==> config.mk <==
export PLATFORM = sky130hd
export DESIGN_NAME = dma_fill_chan
export DESIGN_NICKNAME = d
export VERILOG_FILES = /design/src/rtl/dma_fill_pkg.sv /design/src/rtl/dma_fill_fsm.sv /design/src/rtl/dma_fill_regs.sv /design/src/rtl/dma_fill_irq.sv /design/src/rtl/dma_fill_chan.sv
export SDC_FILE = /design/constraint.sdc
export NUM_CORES = 1
export LEC_CHECK = 0
export BUFFER_PORTS_ARGS = -buffer_cell sky130_fd_sc_hd__buf_2
export CAP_MARGIN = 40
export CORE_MARGIN = 4
export CORE_UTILIZATION = 30
export CTS_CLUSTER_DIAMETER = 30
export DETAILED_ROUTE_END_ITERATION = 7
export GPL_ROUTABILITY_DRIVEN = 0
export MAX_ROUTING_LAYER = met4
export PLACE_DENSITY = 0.48
export SLEW_MARGIN = 10
export SYNTH_ARGS = -nofsm -noshare
export SYNTH_HDL_FRONTEND = slang
export SYNTH_SLANG_ARGS = --single-unit
==> constraint.sdc <==
create_clock -name clk -period 3.1 [get_ports clk]
set_input_delay 0.155 -clock clk [delete_from_list [all_inputs] [get_ports clk]]
set_output_delay 0.155 -clock clk [all_outputs]
set_load 0.05 [all_outputs]
==> src/rtl/dma_fill_pkg.sv <==
package dma_fill_pkg;

  typedef enum logic [2:0] {
    ST_IDLE  = 3'd0,
    ST_ISSUE = 3'd1,
    ST_READ  = 3'd2,
    ST_WRITE = 3'd3,
    ST_DESC  = 3'd4
  } chan_state_e;

  localparam int REG_AW = 4;

  localparam logic [REG_AW-1:0] RA_CTRL  = 4'd0;
  localparam logic [REG_AW-1:0] RA_COUNT = 4'd1;
  localparam logic [REG_AW-1:0] RA_SRC   = 4'd2;
  localparam logic [REG_AW-1:0] RA_DST   = 4'd3;
  localparam logic [REG_AW-1:0] RA_NEXT  = 4'd4;
  localparam logic [REG_AW-1:0] RA_CUR   = 4'd5;
  localparam logic [REG_AW-1:0] RA_AUX   = 4'd6;
  localparam logic [REG_AW-1:0] RA_CAUSE = 4'd7;
  localparam logic [REG_AW-1:0] RA_MASK  = 4'd8;

  localparam int CB_GO   = 0;
  localparam int CB_HOLD = 1;
  localparam int CB_WIDE = 2;
  localparam int CB_KILL = 3;
  localparam int CB_BUSY = 4;

  localparam int CZ_DONE  = 0;
  localparam int CZ_ABORT = 1;
  localparam int CZ_W     = 2;

endpackage

==> src/rtl/dma_fill_fsm.sv <==
module dma_fill_fsm
  import dma_fill_pkg::*;
#(
  parameter int DESC_WORDS = 4,
  localparam int DIW = $clog2(DESC_WORDS)
) (
  input  logic           clk,
  input  logic           rst_n,
  input  logic           go,
  input  logic           kill,
  input  logic           cnt_zero,
  input  logic           next_zero,
  input  logic           mem_ack,
  output chan_state_e    state,
  output logic [DIW-1:0] desc_idx,
  output logic           mem_req,
  output logic           mem_we,
  output logic           rd_done,
  output logic           beat_done,
  output logic           desc_ld,
  output logic           chain_start,
  output logic           start_evt,
  output logic           finish_evt,
  output logic           abort_evt,
  output logic           busy
);

  localparam logic [DIW-1:0] LAST_IDX = DIW'(DESC_WORDS - 1);

  chan_state_e nxt;

  always_comb begin
    nxt         = state;
    mem_req     = 1'b0;
    mem_we      = 1'b0;
    rd_done     = 1'b0;
    beat_done   = 1'b0;
    desc_ld     = 1'b0;
    chain_start = 1'b0;
    start_evt   = 1'b0;
    finish_evt  = 1'b0;
    abort_evt   = 1'b0;
    unique case (state)
      ST_IDLE: begin
        if (go && !kill) begin
          nxt       = ST_ISSUE;
          start_evt = 1'b1;
        end
      end
      ST_ISSUE: begin
        if (kill) begin
          nxt       = ST_IDLE;
          abort_evt = 1'b1;
        end else if (go) begin
          if (!cnt_zero) begin
            nxt = ST_READ;
          end else if (!next_zero) begin
            nxt         = ST_DESC;
            chain_start = 1'b1;
          end else begin
            nxt        = ST_IDLE;
            finish_evt = 1'b1;
          end
        end
      end
      ST_READ: begin
        mem_req = !kill;
        if (kill) begin
          nxt       = ST_IDLE;
          abort_evt = 1'b1;
        end else if (mem_ack) begin
          rd_done = 1'b1;
          nxt     = ST_WRITE;
        end
      end
      ST_WRITE: begin
        mem_req = !kill;
        mem_we  = !kill;
        if (kill) begin
          nxt       = ST_IDLE;
          abort_evt = 1'b1;
        end else if (mem_ack) begin
          beat_done = 1'b1;
          nxt       = ST_ISSUE;
        end
      end
      ST_DESC: begin
        mem_req = !kill;
        if (kill) begin
          nxt       = ST_IDLE;
          abort_evt = 1'b1;
        end else if (mem_ack) begin
          desc_ld = 1'b1;
          if (desc_idx == LAST_IDX) nxt = ST_ISSUE;
        end
      end
      default: nxt = ST_IDLE;
    endcase
  end

  assign busy = (state != ST_IDLE);

  always_ff @(posedge clk) begin
    if (!rst_n) begin
      state    <= ST_IDLE;
      desc_idx <= '0;
    end else begin
      state <= nxt;
      if (chain_start)  desc_idx <= '0;
      else if (desc_ld) desc_idx <= desc_idx + 1'b1;
    end
  end

  // a kill leaves the channel idle one cycle later
  p_abort_idle_r7: assert property (@(posedge clk) disable iff (!rst_n)
    abort_evt |=> !busy);

  // a request is not withdrawn before its acknowledge except by a kill
  p_req_held_r12: assert property (@(posedge clk) disable iff (!rst_n)
    (mem_req && !mem_ack) |=> (mem_req || kill));

endmodule

==> src/rtl/dma_fill_regs.sv <==
module dma_fill_regs
  import dma_fill_pkg::*;
#(
  parameter int AW   = 32,
  parameter int CW   = 24,
  parameter int NW   = 16,
  parameter int BEAT = 8,
  parameter int DIW  = 2
) (
  input  logic              clk,
  input  logic              rst_n,
  input  logic              cfg_we,
  input  logic [REG_AW-1:0] cfg_addr,
  input  logic [31:0]       cfg_wdata,
  input  logic              busy,
  input  logic              start_evt,
  input  logic              beat_done,
  input  logic              chain_start,
  input  logic              desc_ld,
  input  logic [DIW-1:0]    desc_idx,
  input  logic [31:0]       desc_word,
  input  logic              finish_evt,
  input  logic              abort_evt,
  output logic              go,
  output logic              hold,
  output logic              wide,
  output logic              kill,
  output logic [CW-1:0]     count,
  output logic [AW-1:0]     src,
  output logic [AW-1:0]     dst,
  output logic [AW-1:0]     nxt_ptr,
  output logic [AW-1:0]     cur_ptr,
  output logic [31:0]       aux
);

  // Count as used by the engine: narrow mode keeps only NW bits.
  function automatic logic [CW-1:0] f_trim(input logic [CW-1:0] c, input logic w);
    f_trim = w ? c : {{(CW-NW){1'b0}}, c[NW-1:0]};
  endfunction

  // Address after one beat; a held address does not move.
  function automatic logic [AW-1:0] f_adv(input logic [AW-1:0] a, input logic fixed);
    f_adv = fixed ? a : a + AW'(BEAT);
  endfunction

  logic ctrl_wr, data_wr;
  assign ctrl_wr = cfg_we && (cfg_addr == RA_CTRL);
  assign data_wr = cfg_we && !busy;

  always_ff @(posedge clk) begin
    if (!rst_n) begin
      go      <= 1'b0;
      hold    <= 1'b0;
      wide    <= 1'b0;
      kill    <= 1'b0;
      count   <= '0;
      src     <= '0;
      dst     <= '0;
      nxt_ptr <= '0;
      cur_ptr <= '0;
      aux     <= '0;
    end else begin
      kill <= ctrl_wr && cfg_wdata[CB_KILL];
      if (ctrl_wr) begin
        go   <= cfg_wdata[CB_GO];
        hold <= cfg_wdata[CB_HOLD];
        wide <= cfg_wdata[CB_WIDE];
      end
      if (cfg_we && (cfg_addr == RA_AUX)) aux <= cfg_wdata;
      if (data_wr) begin
        unique case (cfg_addr)
          RA_COUNT: count   <= cfg_wdata[CW-1:0];
          RA_SRC:   src     <= cfg_wdata[AW-1:0];
          RA_DST:   dst     <= cfg_wdata[AW-1:0];
          RA_NEXT:  nxt_ptr <= cfg_wdata[AW-1:0];
          default: ;
        endcase
      end
      if (start_evt) count <= f_trim(count, wide);
      if (beat_done) begin
        count <= count - CW'(BEAT);
        dst   <= f_adv(dst, 1'b0);
        src   <= f_adv(src, hold);
      end
      if (chain_start) cur_ptr <= nxt_ptr;
      if (desc_ld) begin
        unique case (desc_idx)
          2'd0:    count   <= f_trim(desc_word[CW-1:0], wide);
          2'd1:    src     <= desc_word[AW-1:0];
          2'd2:    dst     <= desc_word[AW-1:0];
          default: nxt_ptr <= desc_word[AW-1:0];
        endcase
      end
      if (finish_evt || abort_evt || kill) go <= 1'b0;
    end
  end

  // software cannot change the count while the channel is busy
  p_ignore_busy_r11: assert property (@(posedge clk) disable iff (!rst_n)
    (cfg_we && busy && (cfg_addr == RA_COUNT) && !beat_done && !desc_ld)
      |=> $stable(count));

endmodule

==> src/rtl/dma_fill_irq.sv <==
module dma_fill_irq
  import dma_fill_pkg::*;
(
  input  logic              clk,
  input  logic              rst_n,
  input  logic              cfg_we,
  input  logic [REG_AW-1:0] cfg_addr,
  input  logic [31:0]       cfg_wdata,
  input  logic              finish_evt,
  input  logic              abort_evt,
  output logic [CZ_W-1:0]   cause,
  output logic [CZ_W-1:0]   mask,
  output logic              irq
);

  logic [CZ_W-1:0] set_vec;
  always_comb begin
    set_vec           = '0;
    set_vec[CZ_DONE]  = finish_evt;
    set_vec[CZ_ABORT] = abort_evt;
  end

  always_ff @(posedge clk) begin
    if (!rst_n) begin
      cause <= '0;
      mask  <= '0;
    end else begin
      if (cfg_we && (cfg_addr == RA_MASK)) mask <= cfg_wdata[CZ_W-1:0];
      if (cfg_we && (cfg_addr == RA_CAUSE)) cause <= (cause & cfg_wdata[CZ_W-1:0]) | set_vec;
      else                                  cause <= cause | set_vec;
    end
  end

  assign irq = |(cause & mask);

  // completion is recorded in cause bit 0
  p_done_cause_r5: assert property (@(posedge clk) disable iff (!rst_n)
    finish_evt |=> cause[CZ_DONE]);

  // a zero write clears every cause when no event arrives with it
  p_clear_cause_r10: assert property (@(posedge clk) disable iff (!rst_n)
    (cfg_we && (cfg_addr == RA_CAUSE) && (cfg_wdata[CZ_W-1:0] == '0)
      && !finish_evt && !abort_evt) |=> (cause == '0));

endmodule

==> src/rtl/dma_fill_chan.sv <==
module dma_fill_chan
  import dma_fill_pkg::*;
#(
  parameter int AW = 32,
  parameter int DW = 64,
  parameter int CW = 24,
  parameter int NW = 16
) (
  input  logic              clk,
  input  logic              rst_n,
  input  logic              cfg_we,
  input  logic [REG_AW-1:0] cfg_addr,
  input  logic [31:0]       cfg_wdata,
  output logic [31:0]       cfg_rdata,
  output logic              mem_req,
  output logic              mem_we,
  output logic [AW-1:0]     mem_addr,
  output logic [DW-1:0]     mem_wdata,
  input  logic              mem_ack,
  input  logic [DW-1:0]     mem_rdata,
  output logic              irq
);

  localparam int BEAT       = DW / 8;
  localparam int DESC_WORDS = 4;
  localparam int DIW        = $clog2(DESC_WORDS);
  localparam int WORD_SH    = 2;

  chan_state_e     state;
  logic [DIW-1:0]  desc_idx;
  logic            rd_done, beat_done, desc_ld, chain_start;
  logic            start_evt, finish_evt, abort_evt, busy;
  logic            go, hold, wide, kill;
  logic [CW-1:0]   count;
  logic [AW-1:0]   src, dst, nxt_ptr, cur_ptr;
  logic [31:0]     aux;
  logic [CZ_W-1:0] cause, mask;
  logic [DW-1:0]   data_q;

  dma_fill_fsm #(.DESC_WORDS(DESC_WORDS)) u_fsm (
    .clk        (clk),
    .rst_n      (rst_n),
    .go         (go),
    .kill       (kill),
    .cnt_zero   (count == '0),
    .next_zero  (nxt_ptr == '0),
    .mem_ack    (mem_ack),
    .state      (state),
    .desc_idx   (desc_idx),
    .mem_req    (mem_req),
    .mem_we     (mem_we),
    .rd_done    (rd_done),
    .beat_done  (beat_done),
    .desc_ld    (desc_ld),
    .chain_start(chain_start),
    .start_evt  (start_evt),
    .finish_evt (finish_evt),
    .abort_evt  (abort_evt),
    .busy       (busy)
  );

  dma_fill_regs #(.AW(AW), .CW(CW), .NW(NW), .BEAT(BEAT), .DIW(DIW)) u_regs (
    .clk        (clk),
    .rst_n      (rst_n),
    .cfg_we     (cfg_we),
    .cfg_addr   (cfg_addr),
    .cfg_wdata  (cfg_wdata),
    .busy       (busy),
    .start_evt  (start_evt),
    .beat_done  (beat_done),
    .chain_start(chain_start),
    .desc_ld    (desc_ld),
    .desc_idx   (desc_idx),
    .desc_word  (mem_rdata[31:0]),
    .finish_evt (finish_evt),
    .abort_evt  (abort_evt),
    .go         (go),
    .hold       (hold),
    .wide       (wide),
    .kill       (kill),
    .count      (count),
    .src        (src),
    .dst        (dst),
    .nxt_ptr    (nxt_ptr),
    .cur_ptr    (cur_ptr),
    .aux        (aux)
  );

  dma_fill_irq u_irq (
    .clk       (clk),
    .rst_n     (rst_n),
    .cfg_we    (cfg_we),
    .cfg_addr  (cfg_addr),
    .cfg_wdata (cfg_wdata),
    .finish_evt(finish_evt),
    .abort_evt (abort_evt),
    .cause     (cause),
    .mask      (mask),
    .irq       (irq)
  );

  // Read data is held between the source read and the destination write.
  always_ff @(posedge clk) begin
    if (!rst_n)       data_q <= '0;
    else if (rd_done) data_q <= mem_rdata;
  end

  always_comb begin
    unique case (state)
      ST_READ:  mem_addr = src;
      ST_WRITE: mem_addr = dst;
      ST_DESC:  mem_addr = nxt_ptr + (AW'(desc_idx) << WORD_SH);
      default:  mem_addr = '0;
    endcase
  end

  assign mem_wdata = data_q;

  always_comb begin
    unique case (cfg_addr)
      RA_CTRL:  cfg_rdata = 32'({busy, 1'b0, wide, hold, go});
      RA_COUNT: cfg_rdata = 32'(count);
      RA_SRC:   cfg_rdata = 32'(src);
      RA_DST:   cfg_rdata = 32'(dst);
      RA_NEXT:  cfg_rdata = 32'(nxt_ptr);
      RA_CUR:   cfg_rdata = 32'(cur_ptr);
      RA_AUX:   cfg_rdata = aux;
      RA_CAUSE: cfg_rdata = 32'(cause);
      RA_MASK:  cfg_rdata = 32'(mask);
      default:  cfg_rdata = '0;
    endcase
  end

  // a completed beat lowers the remaining count by one beat
  p_count_step_r3: assert property (@(posedge clk) disable iff (!rst_n)
    beat_done |=> (count == $past(count) - CW'(BEAT)));

  // with source-hold the source address never moves on a beat
  p_hold_src_r4: assert property (@(posedge clk) disable iff (!rst_n)
    (beat_done && hold) |=> $stable(src));

  // a pending request keeps its address and direction
  p_addr_stable_r12: assert property (@(posedge clk) disable iff (!rst_n)
    (mem_req && !mem_ack) |=> (!mem_req || ($stable(mem_addr) && $stable(mem_we))));

  // a paused channel issues no new request
  p_pause_quiet_r6: assert property (@(posedge clk) disable iff (!rst_n)
    (busy && !go && !mem_req) |=> !mem_req);

endmodule

Word level (Yosys, flattened, before mapping)
Index checks and enable logic that the tools add are counted.
W data, S select, Z words.
{"block": "word_totals", "output_inout_bits": 131, "wordCells": 130, "ff_bits": 261, "in_bits": 104}
{"block": "op_classes", "n_reduce_logical": 24, "eq_ne": 21, "addsub": 5, "muxes": 60, "n_bitwise": 5}
{"cell": "$mux W32", "count": 15}
{"cell": "$pmux W32 S9", "count": 1}
{"cell": "$mux W24", "count": 8}
{"cell": "$pmux W32 S3", "count": 1}
{"cell": "$add A32 B4 Y32 const B", "count": 2}
{"cell": "$mux W3", "count": 12}
{"cell": "$add A32 B4 Y32", "count": 1}
{"cell": "$logic_not A32 Y1", "count": 1}
{"cell": "$logic_not A24 Y1", "count": 1}
{"cell": "$sub A24 B4 Y24 const B", "count": 1}
{"cell": "$mux W1", "count": 21}
{"cell": "$eq A4 B3 Y1 const B", "count": 4}
{"cell": "$pmux W3 S5", "count": 1}
{"cell": "$ne A3 B2 Y1 const B", "count": 3}
{"cell": "$eq A4 B2 Y1 const B", "count": 2}
{"cell": "$logic_and A1 B1 Y1", "count": 7}
{"cell": "$eq A3 B2 Y1 const B", "count": 2}
{"cell": "$ne A3 B1 Y1 const B", "count": 2}
{"cell": "$reduce_and A6 Y1", "count": 1}
{"cell": "$reduce_or A2 Y1", "count": 3}
{"cell": "$reduce_or A3 Y1", "count": 2}
{"cell": "$and A2 B2 Y2", "count": 2}
{"cell": "$eq A2 B2 Y1 const B", "count": 2}
{"cell": "$eq A4 B1 Y1 const B", "count": 1}
{"cell": "other kinds (16)", "count": 19}

Longest topological paths before layout
{"block": "logic_depth", "word_depth": 9, "mapped_depth": 9, "depth_no_buf": 7}

Modules after synthesis
A second synthesis with hierarchy kept.
{"block": "hier_totals", "hier_cells": 1868, "area_unflattened_um2": 15574.9}
{"module": "dma_fill_regs", "cells_per_inst": 1197, "n_inst": 1, "seq_area_each_um2": 3763.6, "area_per_inst_um2": 9980.8}
{"module": "dma_fill_chan", "cells_per_inst": 602, "n_inst": 1, "seq_area_each_um2": 1281.2, "area_per_inst_um2": 5014.8}
{"module": "dma_fill_fsm", "cells_per_inst": 48, "n_inst": 1, "seq_area_each_um2": 100.1, "area_per_inst_um2": 394.1}
{"module": "dma_fill_irq", "cells_per_inst": 21, "n_inst": 1, "seq_area_each_um2": 80.1, "area_per_inst_um2": 185.2}

Worst setup path before layout
No wires, ideal clock.
{"block": "synth_timing", "path_kind": "reg-to-output", "startpoint": "register u_fsm.state[0]", "endpoint": "output port cfg_rdata[4]", "required_ns": 2.945, "path_slack_ns": 0.078, "stages_incl_launch_ff": 7, "path_buffers": 2, "arrival_time_ns": 2.867, "path_cell_list": "dfxtp_1 > buf_2 > buf_1 > nor3_1 > nor3_1 > a31oi_1 > o311ai_0"}
{"block": "synth_between", "elab_chain_cells": 2}
{"item": "from (decl)", "line_no": "dma_fill_fsm.sv:14", "source": "output chan_state_e state,"}
{"item": "from (signal assigned)", "line_no": "dma_fill_fsm.sv:108", "source": "state <= nxt;"}
{"item": "$reduce_bool A3 Y1", "line_no": "dma_fill_fsm.sv:101", "source": "assign busy = (state != ST_IDLE);"}
{"item": "$pmux W32 S9", "line_no": "dma_fill_chan.sv:120", "source": "unique case (cfg_addr)"}
{"item": "to (decl)", "line_no": "dma_fill_chan.sv:14", "source": "output logic [31:0] cfg_rdata,"}
No other way between the ends.

Worst setup path in the final report
{"block": "layout_timing", "startpoint": "register u_fsm.desc_idx[0]", "endpoint": "output port mem_addr[26]"}
{"block": "layout_between", "elab_chain_cells": 2}
{"item": "from (decl)", "line_no": "dma_fill_fsm.sv:15", "source": "output logic [DIW-1:0] desc_idx,"}
{"item": "from (signal assigned)", "line_no": "dma_fill_fsm.sv:110", "source": "else if (desc_ld) desc_idx <= desc_idx + 1'b1;"}
{"item": "$add A32 B4 Y32", "line_no": "dma_fill_chan.sv:112", "source": "ST_DESC: mem_addr = nxt_ptr + (AW'(desc_idx) << WORD_SH);"}
{"item": "$pmux W32 S3", "line_no": "dma_fill_chan.sv:109", "source": "unique case (state)"}
{"item": "to (decl)", "line_no": "dma_fill_chan.sv:17", "source": "output logic [AW-1:0] mem_addr,"}
No other way between the ends.

==> flow_summary.json <==
{
  "setup_viol_count_final": 0,
  "dp_hpwl_mm": 48.2,
  "clock_path_buffers": 3,
  "cts_htree_levels": 3,
  "via_per_inst": 5.68,
  "grt_max_degree": 71,
  "top_level_ports": 235,
  "period_needed_ns": 2.94,
  "clock_latency_ns": 0.61,
  "ys_warn_count": 0,
  "rsz0062_at_grt": "no",
  "grt_use_total": 0.264,
  "worst_ep_required_time_ns": 2.94,
  "grt_pass1_wl_mm": 105,
  "setup_ws_ns": 0.159,
  "min_path_type": "in -> reg",
  "fin_crit_sh": 0.949,
  "clock.fmax_mhz": 340,
  "syn_area_per_cell_um2": 7.69,
  "critPathKind": "reg -> out",
  "die-area_mm2": 0.0530,
  "grt_antenna_before_repair": 1,
  "synth_fp_nets": 2040,
  "start_util": 0.303,
  "end_kind": "primary output",
  "synth_area_mm2": 0.0148,
  "crit_chain": "ha_1, fa_2, nand3_2, nor3_2, buf_6, nand4_1, xor2_1, o21ai_0, buf_4",
  "std_cell_rows": 81,
  "outcome": "finished with violations",
  "drc": 15,
  "tns_ns": 0,
  "dp_worst_setup_slack_ns": 0.480,
  "cp_slowest_cell": "dfxtp_1",
  "final_cell_mix": "430 x nand2_1, 259 x dfxtp_1, 216 x buf_2",
  "synth_edf_count": 0,
  "initialDrtViolationCount": 1663,
  "gr-total-overflow": 0,
  "grt_pass1_vias": 16814,
  "max-vdd-ir-drop_mv": 0.367,
  "dr.pass1.iters": 8,
  "whs_ns": 0.108,
  "ys.flop_type": "dfxtp_1",
  "cts_tree": "built",
  "syn_to_final_growth_pct": 41.4,
  "die_h_um": 230,
  "crit_start": "u_fsm.desc_idx[0]$_SDFFE_PP0P_",
  "postSynthRegisterBits": 261,
  "power.leakage_nw": 7.97,
  "syn_inst": 1926,
  "tightestPinTransition_ns": 0.826,
  "vias": 16976,
  "cp_data_arrival_time_ns": 2.79,
  "cts_sinks": 261,
  "crit_fanout": 9,
  "layout.nets": 2369,
  "yosysSeqAreaShare": 0.353,
  "numCtsBuffers": 85,
  "slew_violations": 0,
  "postRouteAntennaNets": 0,
  "cts_root_buf": "clkbuf_16",
  "wire_per_inst_um": 23.7,
  "die_w_um": 230,
  "async_flop_share": 0,
  "power_per_cell_area_mw_per_mm2": 616,
  "hp-start": "mem_ack",
  "synth_cell_types": 82,
  "finClkSkew_ns": 0.0303,
  "maxCapViolations": 0,
  "drive_gt1_frac": 0.227,
  "slew_headroom": 0.450,
  "coreArea_mm2": 0.0488,
  "cpPeakStageDelay_ns": 0.39,
  "wl_mm": 70.7,
  "timing.rr.start": "u_fsm.state[2]$_SDFFE_PN0P_",
  "final_common_cell": "nand2_1",
  "power_mw": 12.9,
  "violations": "DRC",
  "critical_path.startpoint_type": "flip-flop",
  "clk_pin_slew_ns": 0.04,
  "hold_viol": 0,
  "io_buffers": 234
}
-- where the power goes --
group	switching, mW	internal (mW)
sequential	0.0532	3.40
clock	2.53	6.22
combinational	0.432	0.269
-- per-stage QoR --
step / utilization / std cells / cell area (µm²)
after floorplan: - / 1926 / 14800
after global placement: 0.347 / 2732 / 17000
after detailed placement: 0.347 / 2732 / 17000
after CTS: 0.428 / 2986 / 20900
after global routing: 0.429 / 2987 / 21000
final: 0.429 / 2987 / 21000
-- final timing paths --
| kind | end | slack [ns] | cells after the start |
|---|---|---|---|
| setup / recovery | mem_addr[26] | 0.16 | 9 |
| hold / removal | u_fsm.state[2]$_SDFFE_PN0P_ | 0.11 | 5 |
| setup reg to reg | u_regs.src[16]$_SDFF_PN0_ | 0.19 | 8 |
| hold reg to reg | mem_wdata[13]$_SDFFE_PN0P_ | 0.45 | 2 |
-- critical path: cells and delay by family (launching register included) --
family / cells / cell delay [ns]
adder cells (fa/ha/maj): 2 / 0.48
AND/OR/NAND/NOR: 3 / 0.48
buffers and inverters: 2 / 0.44
flip-flops: 1 / 0.39
AO/OA/AOI/OAI: 1 / 0.20
XOR/XNOR: 1 / 0.16
-- routing by layer --
metal  up-vias  routed length [µm]  global-route usage
met4         0                2340               0.106
li1       7735                   -                   -
met2       823               33500               0.429
met5         -                   0                   -
met1      8263               29400               0.325
met3       155                5370              0.0487
-- logic make-up (layout without fill, tap and decap cells) --
logic type | count (synthesis) | after routing | synth area share
adder cells (fa/ha/maj) | 11 | 11 | 0.00963
other | 0 | 1 | 0
flip-flops | 261 | 261 | 0.353
buffers and inverters | 190 | 586 | 0.0558
AND/OR/NAND/NOR | 830 | 830 | 0.265
AO/OA/AOI/OAI | 495 | 495 | 0.226
multiplexers | 86 | 86 | 0.0599
XOR/XNOR | 53 | 53 | 0.0313
-- cell type report --
class | instances | area (µm²)
tap | 664 | 831
antenna | 1 | 2.50
multi-input combinational | 1475 | 8870
sequential | 261 | 5230
timing repair buffer | 419 | 3030
fill | 4998 | 27900
clock inverter | 36 | 483
inverter | 13 | 53.8
clock buffer | 118 | 2460
-- sequential cells by signal, indices dropped and copies added, names as in the netlist --
| register | count |
|---|---|
| u_regs.src | 32 |
| u_regs.nxt_ptr | 32 |
| u_irq.cause | 2 |
| u_regs.aux | 32 |
| u_regs.go | 1 |
| u_regs.count | 24 |
| u_regs.dst | 32 |
| u_fsm.state | 3 |
| u_regs.cur_ptr | 32 |
| u_regs.kill | 1 |
| u_regs.wide | 1 |
| u_irq.mask | 2 |
| u_regs.hold | 1 |
| u_fsm.desc_idx | 2 |
| mem_wdata | 64 |
-- synthesized netlist by cell type (21+ instances only) --
cell / n / area [µm²]
nand4_1: 31 / 194
mux2_2: 21 / 236
clkbuf_1: 131 / 492
a22oi_1: 64 / 480
nor3_1: 32 / 160
nand3_1: 108 / 541
o21ai_0: 74 / 370
a21oi_1: 155 / 776
and3_1: 23 / 144
xor2_1: 34 / 298
a222oi_1: 24 / 240
dfxtp_1: 261 / 5230
mux2i_1: 65 / 651
nor4_1: 24 / 150
nor2_1: 106 / 398
a311oi_1: 45 / 394
nand2_1: 431 / 1620
buf_2: 27 / 135
-- what timing repair did --
action,in CTS,in global routing
endpoints found under the hold margin,221,0
gates resized for setup,6,22
hold buffers,100,0
pin swaps,0,0
setup buffers,0,0
endpoints found under the setup margin,5,16
cloned,0,0
(Power assumes the default switching activity.)
